===== config.mk =====
export PLATFORM = sky130hd
export DESIGN_NAME = boot_shadow_ctrl
export DESIGN_NICKNAME = d
export VERILOG_FILES = /design/src/rtl/boot_shadow_pkg.sv /design/src/rtl/bsc_strobe_sync.sv /design/src/rtl/bsc_window_decode.sv /design/src/rtl/bsc_hold_flag.sv /design/src/rtl/boot_shadow_ctrl.sv
export SDC_FILE = /design/constraint.sdc
export NUM_CORES = 1
export LEC_CHECK = 0
export CORE_AREA = 2 2 39 41
export CTS_CLUSTER_DIAMETER = 150
export DETAILED_ROUTE_END_ITERATION = 12
export DIE_AREA = 0 0 41 43
export HOLD_SLACK_MARGIN = 0.03
export RECOVER_POWER = 100
export SLEW_MARGIN = 30
export SYNTH_ARGS = -nofsm -noshare
export SYNTH_HDL_FRONTEND = slang
export SYNTH_SLANG_ARGS = --single-unit

===== constraint.sdc =====
create_clock -name clk -period 2.3 [get_ports clk]
set_input_delay 0.69 -clock clk [delete_from_list [all_inputs] [get_ports clk]]
set_output_delay 0.69 -clock clk [all_outputs]
set_load 0.1 [all_outputs]

===== src/rtl/boot_shadow_pkg.sv =====
package boot_shadow_pkg;

    // Where in the first onboard access the hold flag is released
    typedef enum logic [0:0] {
        CLR_AT_START = 1'b0,
        CLR_AT_END   = 1'b1
    } clr_point_e;

    // One-cycle pulses for the two strobe edges after synchronisation
    typedef struct packed {
        logic lead;   // strobe went active
        logic trail;  // strobe went idle
    } strobe_evt_t;

    // Bus drive decision for the phantom line
    typedef struct packed {
        logic oe;
        logic level_n;
    } phantom_drive_t;

    function automatic phantom_drive_t make_drive(input logic hold, input logic req);
        phantom_drive_t d;
        d.oe      = hold | req;
        d.level_n = ~(hold | req);
        return d;
    endfunction

endpackage


===== src/rtl/bsc_strobe_sync.sv =====
module bsc_strobe_sync
    import boot_shadow_pkg::*;
#(
    parameter int STAGES = 2
) (
    input  logic        clk,
    input  logic        rst,
    input  logic        strobe_n,
    output strobe_evt_t evt
);
    localparam int LAST = STAGES - 1;

    logic [LAST:0] chain_q;
    logic          prev_q;
    logic          level_n;

    generate
        if (STAGES == 1) begin : g_single
            always_ff @(posedge clk) begin
                if (rst) chain_q <= '1;
                else     chain_q <= strobe_n;
            end
        end else begin : g_multi
            always_ff @(posedge clk) begin
                if (rst) chain_q <= '1;
                else     chain_q <= {chain_q[LAST-1:0], strobe_n};
            end
        end
    endgenerate

    assign level_n = chain_q[LAST];

    always_ff @(posedge clk) begin
        if (rst) prev_q <= 1'b1;
        else     prev_q <= level_n;
    end

    assign evt.lead  = prev_q & ~level_n;
    assign evt.trail = ~prev_q & level_n;

    AST_LEAD_SINGLE_PULSE: assert property (@(posedge clk) disable iff (rst)
        evt.lead |=> !evt.lead);
    AST_TRAIL_SINGLE_PULSE: assert property (@(posedge clk) disable iff (rst)
        evt.trail |=> !evt.trail);

endmodule


===== src/rtl/bsc_window_decode.sv =====
module bsc_window_decode #(
    parameter int                ADDR_W = 16,
    parameter int                TAG_W  = 3,
    parameter logic [ADDR_W-1:0] BASE   = 16'hE000
) (
    input  logic              clk,
    input  logic              rst,
    input  logic [ADDR_W-1:0] addr,
    input  logic              win_sel,
    input  logic              start,
    output logic              hit_now,
    output logic              hit_held
);
    localparam int TAG_MSB = ADDR_W - 1;
    localparam int TAG_LSB = ADDR_W - TAG_W;

    assign hit_now = win_sel && (addr[TAG_MSB:TAG_LSB] == BASE[TAG_MSB:TAG_LSB]);

    // Decision captured at the start of the access, used by the end-of-access variant
    always_ff @(posedge clk) begin
        if (rst)        hit_held <= 1'b0;
        else if (start) hit_held <= hit_now;
    end

    AST_HELD_NEEDS_SELECT: assert property (@(posedge clk) disable iff (rst)
        (start && !win_sel) |=> !hit_held);

endmodule


===== src/rtl/bsc_hold_flag.sv =====
module bsc_hold_flag #(
    parameter bit RESET_SETS = 1'b1
) (
    input  logic clk,
    input  logic rst,
    input  logic clr,
    output logic hold
);
    always_ff @(posedge clk) begin
        if (rst)      hold <= RESET_SETS;
        else if (clr) hold <= 1'b0;
    end

    AST_STICKY_CLEAR: assert property (@(posedge clk) disable iff (rst)
        !hold |=> !hold);
    AST_CLEAR_NEEDS_EVENT: assert property (@(posedge clk) disable iff (rst)
        (hold && !clr) |=> hold);

endmodule


===== src/rtl/boot_shadow_ctrl.sv =====
module boot_shadow_ctrl
    import boot_shadow_pkg::*;
#(
    parameter int                ADDR_W      = 16,
    parameter int                WIN_TAG_W   = 3,
    parameter logic [ADDR_W-1:0] WIN_BASE    = 16'hE000,
    parameter int                SYNC_STAGES = 2,
    parameter clr_point_e        CLR_POINT   = CLR_AT_START,
    parameter bit                RESET_SETS  = 1'b1
) (
    input  logic              clk,
    input  logic              rst,
    input  logic              mreq_n,
    input  logic [ADDR_W-1:0] addr,
    input  logic              win_sel,
    input  logic              shadow_req,
    output logic              phantom_n,
    output logic              phantom_oe
);
    strobe_evt_t    evt;
    logic           hit_now;
    logic           hit_held;
    logic           clr_evt;
    logic           hold;
    phantom_drive_t drv;

    bsc_strobe_sync #(.STAGES(SYNC_STAGES)) u_sync (
        .clk      (clk),
        .rst      (rst),
        .strobe_n (mreq_n),
        .evt      (evt)
    );

    bsc_window_decode #(.ADDR_W(ADDR_W), .TAG_W(WIN_TAG_W), .BASE(WIN_BASE)) u_win (
        .clk      (clk),
        .rst      (rst),
        .addr     (addr),
        .win_sel  (win_sel),
        .start    (evt.lead),
        .hit_now  (hit_now),
        .hit_held (hit_held)
    );

    assign clr_evt = (CLR_POINT == CLR_AT_END) ? (evt.trail & hit_held)
                                               : (evt.lead  & hit_now);

    bsc_hold_flag #(.RESET_SETS(RESET_SETS)) u_hold (
        .clk  (clk),
        .rst  (rst),
        .clr  (clr_evt),
        .hold (hold)
    );

    assign drv        = make_drive(hold, shadow_req);
    assign phantom_oe = drv.oe;
    assign phantom_n  = drv.level_n;

    AST_DRIVE_ONLY_LOW: assert property (@(posedge clk)
        phantom_oe |-> !phantom_n);
    AST_REQUEST_FORCES: assert property (@(posedge clk) disable iff (rst)
        shadow_req |-> phantom_oe);

    generate
        if (RESET_SETS) begin : g_chk_set
            AST_ACTIVE_AFTER_RESET: assert property (@(posedge clk)
                $past(rst) |-> phantom_oe);
        end else begin : g_chk_noset
            AST_ONLY_REQUEST: assert property (@(posedge clk) disable iff (rst)
                phantom_oe == shadow_req);
        end
    endgenerate

endmodule


After elaboration in Yosys (flattened, before gate mapping)
Cells that the tools add are included.

storage, ports and cells
  flip-flop bits (word level) = 4
  word-level logic and storage cells = 10

cells by class
  equal/unequal tests = 1
  bitwise gates (word level) = 5
  reductions and logical operators = 1

operators by type and width
  cell                count
  $eq 3x3->1 const B  1
  $and 1x1->1         2
  $not 1->1           2
  $logic_and 1x1->1   1
  $or 1x1->1          1

Logic depth before layout (Yosys ltp)
Gate-level depths: netlist (run 1).

  depth after elaboration = 3
  gate-level depth with buffers = 2

Cells and area by module
Synthesis (run 1) repeated with hierarchy kept, for this count alone.

unflattened totals
  cells, all modules = 19
  area, all modules = 191.4 sq um

by module, submodules not included
  module             area each (sq um)  instances  cells each
  bsc_strobe_sync    92.6               1          8
  bsc_window_decode  51.3               1          5
  bsc_hold_flag      31.3               1          3
  boot_shadow_ctrl   16.3               1          3

Worst setup path before layout (run 1)
No wires, ideal clock.

  path type = in2out
  start = input port shadow_req
  end = output port phantom_n
  buffers on the path = 0
  required time = 1610 ps
  arrival = 1879 ps
  slack = -269 ps
  stages on the path = 2
  cells stage by stage = or2_2 -> inv_1

between the ends
  word-level cells in the longest chain between the ends = 2

RTL lines
  item             line                    text
  start, declared  boot_shadow_ctrl.sv:16  input logic shadow_req,
  $or 1x1->1       boot_shadow_pkg.sv:24   d.level_n = ~(hold | req);
  $not 1->1        boot_shadow_pkg.sv:24
  end, declared    boot_shadow_ctrl.sv:17  output logic phantom_n,

Every way passes these cells.

Worst setup path after layout (run 1)
Ends and elaborated chain as after synthesis.

==> impl_results.md, run 1 <==
- Cell area after layout: 260.3 sq um
- Max IR drop VDD: about 0.23 mV
- Vias/cell: slightly above 3
- Clock buffer depth: 2
- CP top delay family: buffers and inverters
- Setup Skew: 0.005314 ns
- Antenna diodes: 0
- Fmax: 454.4 MHz
- Pre-antenna DRT Iters: 1
- Buffers and inverters on the worst path: 3
- Area after DPL: ~270 sq um
- Routed WL per cell: between 6 and 7 microns
- Worst EP required: 1.61 ns
- DRC errors left: 0
- Setup TNS: 0 ns
- Power per cell area: around 670 nW/um^2
- Unrepaired setup endpoints after global routing: no
- Layout area overhead: 100.0%
- CTS H-tree depth: 1
- Max-cap violations: 0
- Crit path max fanout: 2
- Leak: about 0.1 nW
- Clock sinks: 4
- Seq/Total Area, Yosys: 0.6154
- GRT Util Overall: 0.04920
- Library cells used by synthesis: 8
- CP max-delay cell: buf_4
- Share of cells above drive strength 1: 0.3750
- Pin count of the biggest net entering global routing: 5
- CTS tree: yes
- Mapped Avg Cell Area: approximately 11 sq um
- Global-route wire length before repair: about 430 microns
- CP Class: input pin to output port
- Reg clk slew, reported paths: 0.03 ns
- Worst setup EP type: output port
- Initial drt markers: 0
- # rows: 14
- Routed wire length: around 280 microns
- Mapped cell area: roughly 130 sq um
- Vias in the first global route: between 100 and 150
- GRT overflow: 0
- Final hold violations: 0
- Worst EP arrival: 1.51 ns
- Fin nets: 47
- Final count of pins violating max slew: 0
- CTS root buffer: clkbuf_4
- Slowest Stage Delay on Critical Path: roughly 0.27 ns
- Ordered list of cells on the worst path: dlygate4sd2_1 -> or2_4 -> clkinvlp_4 -> buf_4
- Minimum clock period: about 2.2 ns
- Status: finished, final reports clean
- Ports: 23
- Hold WC Path Type: flop to flop
- Post-route clock period utilization: 0.9567
- Worst-Skew Late Latency: around 0.24 ns
- Die H: about 43 microns
- Die area: 1763 sq um
- Port Buf Inserts: 9
- Core area: approximately 1400 sq um
- Post-Syn Instances: 12
- Ys Warns: 0
- Die width: between 40 and 50 microns
- Gpl congestion: between 0.5 and 0.6
- Final ANT Viol Nets: 0
- Worst-Margin Slew: 0.3020 ns
- Starting Density: 0.09403
- #FFs+latches synth: 4
- Antenna violations before repair: 0
- Slew HR: 0.7998
- Critical Path Source Type: input pin
- Cts bufs inserted: 3
- Syn nets: 33
- Via count: roughly 120
- Setup violators final: 0
- Final Util: 0.1881
-- power breakdown --
group	internal (mW)	switching (mW)	total [mW]
logic	0.0114	0.00423	0.0156
registers	0.0720	0.000394	0.0724
clock network	0.0584	0.0286	0.0870
-- timing repair --
| action | 4_1_cts | 5_1_grt |
|---|---|---|
| gates resized for setup | 1 | 0 |
| setup endpoints to repair | 1 | 0 |
| hold buffers | 0 | 0 |
| buffers inserted | 0 | 0 |
-- worst reg2reg max path: cells and delay by family, from the launching register on --
| kind | cells | cell delay [ns] |
|---|---|---|
| AO/OA/AOI/OAI | 1 | 0.34 |
| flip-flops | 1 | 0.28 |
| AND/OR/NAND/NOR | 1 | 0.27 |
-- cell families after synthesis --
logic type | count (synthesis) | share of synthesized area
buf+inv | 1 | 0.02882
flops | 4 | 0.6154
simple gates | 6 | 0.2788
compound gates | 1 | 0.07693
-- per-layer routing --
metal  routed length [microns]  global-route usage
met5                         0                   0
met4                         0             0.06000
met3                        76             0.08377
met2                        73             0.03438
met1                       129             0.04180
-- layout make-up --
| class | count | area (sq um) |
|---|---|---|
| clock buffers | 3 | 22.52 |
| well taps | 16 | 20.02 |
| multi-input cells | 7 | 46.29 |
| fillers | 146 | 1124 |
| flip-flops and latches | 4 | 80.08 |
| repair buffers | 9 | 83.83 |
| inverters | 1 | 7.507 |
-- metrics by stage --
stage          std cells  setup WS [ns]  hold WS [ns]  power (mW)
6_report              40        0.09949        0.4026      0.1749
2_1_floorplan         12         0.1037        0.3832     0.07753
3_5_place_dp          37        0.01006        0.3968     0.09096
5_1_grt               40        0.08325        0.4231      0.1902
4_1_cts               40         0.1625        0.4049      0.1810
3_3_place_gp          37        0.01832        0.3859     0.09080
-- sequential cells by signal (all words and copies together) (netlist names) --
name,cells
u_sync.chain_q,2
u_hold.hold,1
u_sync.prev_q,1
-- synth_stat cells, drive strengths merged --
| master | number | area share |
|---|---|---|
| dfxtp | 4 | 0.62 |
| or2 | 4 | 0.21 |
| inv | 1 | 0.029 |
| nand2 | 1 | 0.029 |
| nand3 | 1 | 0.038 |
| o32a | 1 | 0.077 |
-- layout by cell type, fill, tap and decap left out --
cell type / n
clkdlybuf4s50_1: 5
dfxtp_1: 4
clkbuf_4: 4
or2_4: 1
nand2_1: 1
nand3_1: 1
clkinvlp_4: 1
or2_2: 2
o32a_1: 1
dlygate4sd2_1: 1
dlygate4sd3_1: 1
or2_1: 1
buf_4: 1
-- final timing paths --
path                     start                end  slack, ns  cells after the start
max                 shadow_req          phantom_n        0.1                      4
min reg2reg  u_sync.chain_q[0]  u_sync.chain_q[1]       0.40                      1
max reg2reg  u_sync.chain_q[1]        u_hold.hold       1.30                      2
min          u_sync.chain_q[0]  u_sync.chain_q[1]       0.40                      1
Power figures use the tool's default switching activity.
==> inputs of run 2 (changes only) <==
- ABC_AREA: unset -> 0
- GPL_ROUTABILITY_DRIVEN: unset -> 0
- SLEW_MARGIN: 30 -> unset
==> results of run 2 <==
The final DEF is identical to that of run 1; final timing and power are the same.
==> inputs of run 3 (changes only) <==
- clock period: 2.3 -> 1.81 ns (I/O delays scaled with it)
==> impl_results.md, run 3 (synthesis results as in run 1) <==
- Setup violators final: 0
- Max IR drop VDD: approximately 0.32 mV
- Clock sinks: 4
- GRT Util Overall: 0.04221
- Layout area overhead: 112.5%
- Setup TNS: 0 ns
- Clock buffer depth: 2
- Largest register FFs: 2
- Core area: between 1000 and 1500 sq um
- Setup Skew: between 0.002 and 0.0025 ns
- Slowest Stage Delay on Critical Path: 0.26 ns
- Vias in the first global route: ~120
- Die area: between 1500 and 2000 sq um
- Pre-antenna DRT Iters: 4
- Port Buf Inserts: 9
- Reg clk slew, reported paths: 0.03 ns
- Via count: 128
- Worst EP arrival: between 1 and 1.5 ns
- Worst setup EP type: output port
- Post-route clock period utilization: 0.9776
- Hold depth: 1
- RR Startpoint: u_sync.chain_q[1]
- Minimum clock period: ~1.8 ns
- CP top delay family: buffers and inverters
- Most common cell after layout, fill and taps aside: clkdlybuf4s50_1
- FF-to-FF path depth: 2
- Hold_buf cts: 0
- Reg2Reg Setup Slack: roughly 0.81 ns
- Worst-Skew Late Latency: roughly 0.23 ns
- WHS Endpoint: u_sync.chain_q[1]
- Area after DPL: approximately 270 sq um
- Routed wire length: between 200 and 300 microns
- Global-route wire length before repair: 420 microns
- CP Class: input pin to output port
- R2r endpoint: u_hold.hold
- Ordered list of cells on the worst path: clkdlybuf4s15_1 -> or2_4 -> clkinvlp_4 -> buf_8
- Top flop regs: u_sync.chain_q: 2 flops, u_hold.hold: 1 flops, u_sync.prev_q: 1 flops
- Final hold slack: slightly above 0.4 ns
- Cell area after layout: around 280 sq um
- CTS tree: yes
- Fmax: between 500 and 600 MHz
- Unrepaired setup endpoints after global routing: no
- Slew HR: 0.8658
- Final count of pins violating max slew: 0
- Worst EP required: ~1.3 ns
- Routed WL per cell: around 7 microns
- Worst-Margin Slew: slightly above 0.2 ns
- Antenna violations before repair: 0
- Min-delay src: u_sync.chain_q[0]
- Buffers and inverters on the worst path: 3
- Max-cap violations: 0
- Final ANT Viol Nets: 0
- Leak: around 0.1 nW
- Most frequent cells in the layout: clkdlybuf4s50_1, dfxtp_1, clkbuf_4
- Antenna diodes: 0
- Pin count of the biggest net entering global routing: 4
- Critical Path Source Type: input pin
- Vias/cell: about 3.1
- Crit path max fanout: 2
- Fin nets: 48
- # rows: 14
- GRT overflow: 0
- Initial drt markers: 2
- Cts bufs inserted: 3
- Hold WC Path Type: flop to flop
- Ports: 23
- Register area: 80.08 sq um
- Starting Density: 0.09403
- CP max-delay cell: or2_4
- Detailed placer's ending HPWL: roughly 220 microns
- Die H: ~43 microns
- Final Total Pwr: approximately 0.22 mW
- Final hold violations: 0
- Area taken by multi-input logic gates: between 40 and 50 sq um
- CTS root buffer: clkbuf_4
- DRC errors left: 0
- Biggest register: u_sync.chain_q
- Fill cells: 150
- Share of cells above drive strength 1: 0.3600
- Status: finished, final reports clean
- CTS H-tree depth: 1
- Die width: around 41 microns
- Power per cell area: roughly 800 nW/um^2
## run 3: cell count changes in the layout (fill, tap and decap cells not counted), sizes merged
cell / change
dlygate4sd2: -1
buf: +1
clkdlybuf4s15: +1
## run 3: power by group
| part | switching (mW) | total (mW) | internal [mW] |
|---|---|---|---|
| Sequential | 0.000584 | 0.0921 | 0.0915 |
| Combinational | 0.00615 | 0.0215 | 0.0154 |
| Clock | 0.0333 | 0.107 | 0.0739 |
## run 3: repair_timing
| item | 4_1_cts | 5_1_grt |
|---|---|---|
| buffers inserted | 0 | 0 |
| resized for setup | 2 | 0 |
| setup endpoints to repair | 2 | 0 |
## run 3: how the worst max path moves through the flow
stage	startpoint	end	slack (ns)	cells past startpoint
floorplan	shadow_req	phantom_n	-0.09	2
global placement	shadow_req	phantom_n	-0.18	4
detailed placement	shadow_req	phantom_n	-0.18	4
CTS	shadow_req	phantom_n	0.04	4
global route	shadow_req	phantom_n	0.02	4
finish	shadow_req	phantom_n	0.04	4
## run 3: layout make-up
class / count / share of cell area
Sequential cell: 4 / 0.2896
Multi-Input combinational cell: 7 / 0.1674
Clock buffer: 3 / 0.08145
Inverter: 1 / 0.02715
Timing Repair Buffer: 10 / 0.3620
Tap cell: 16 / 0.07240
## run 3: layer usage
layer	vias up	track usage	share of wire
li1	65	-	-
met1	50	0.03548	0.42
met2	13	0.04688	0.29
met3	0	0.06806	0.29
met4	0	0.02000	0
met5	-	0	0
## run 3: through the flow
stage / std cells / worst slack (ns) / utilization
2_1_floorplan: 12 / -0.09232 / -
3_3_place_gp: 38 / -0.1768 / 0.1980
3_5_place_dp: 38 / -0.1799 / 0.1980
4_1_cts: 41 / 0.03979 / 0.2143
5_1_grt: 41 / 0.01882 / 0.1998
6_report: 41 / 0.04046 / 0.1998
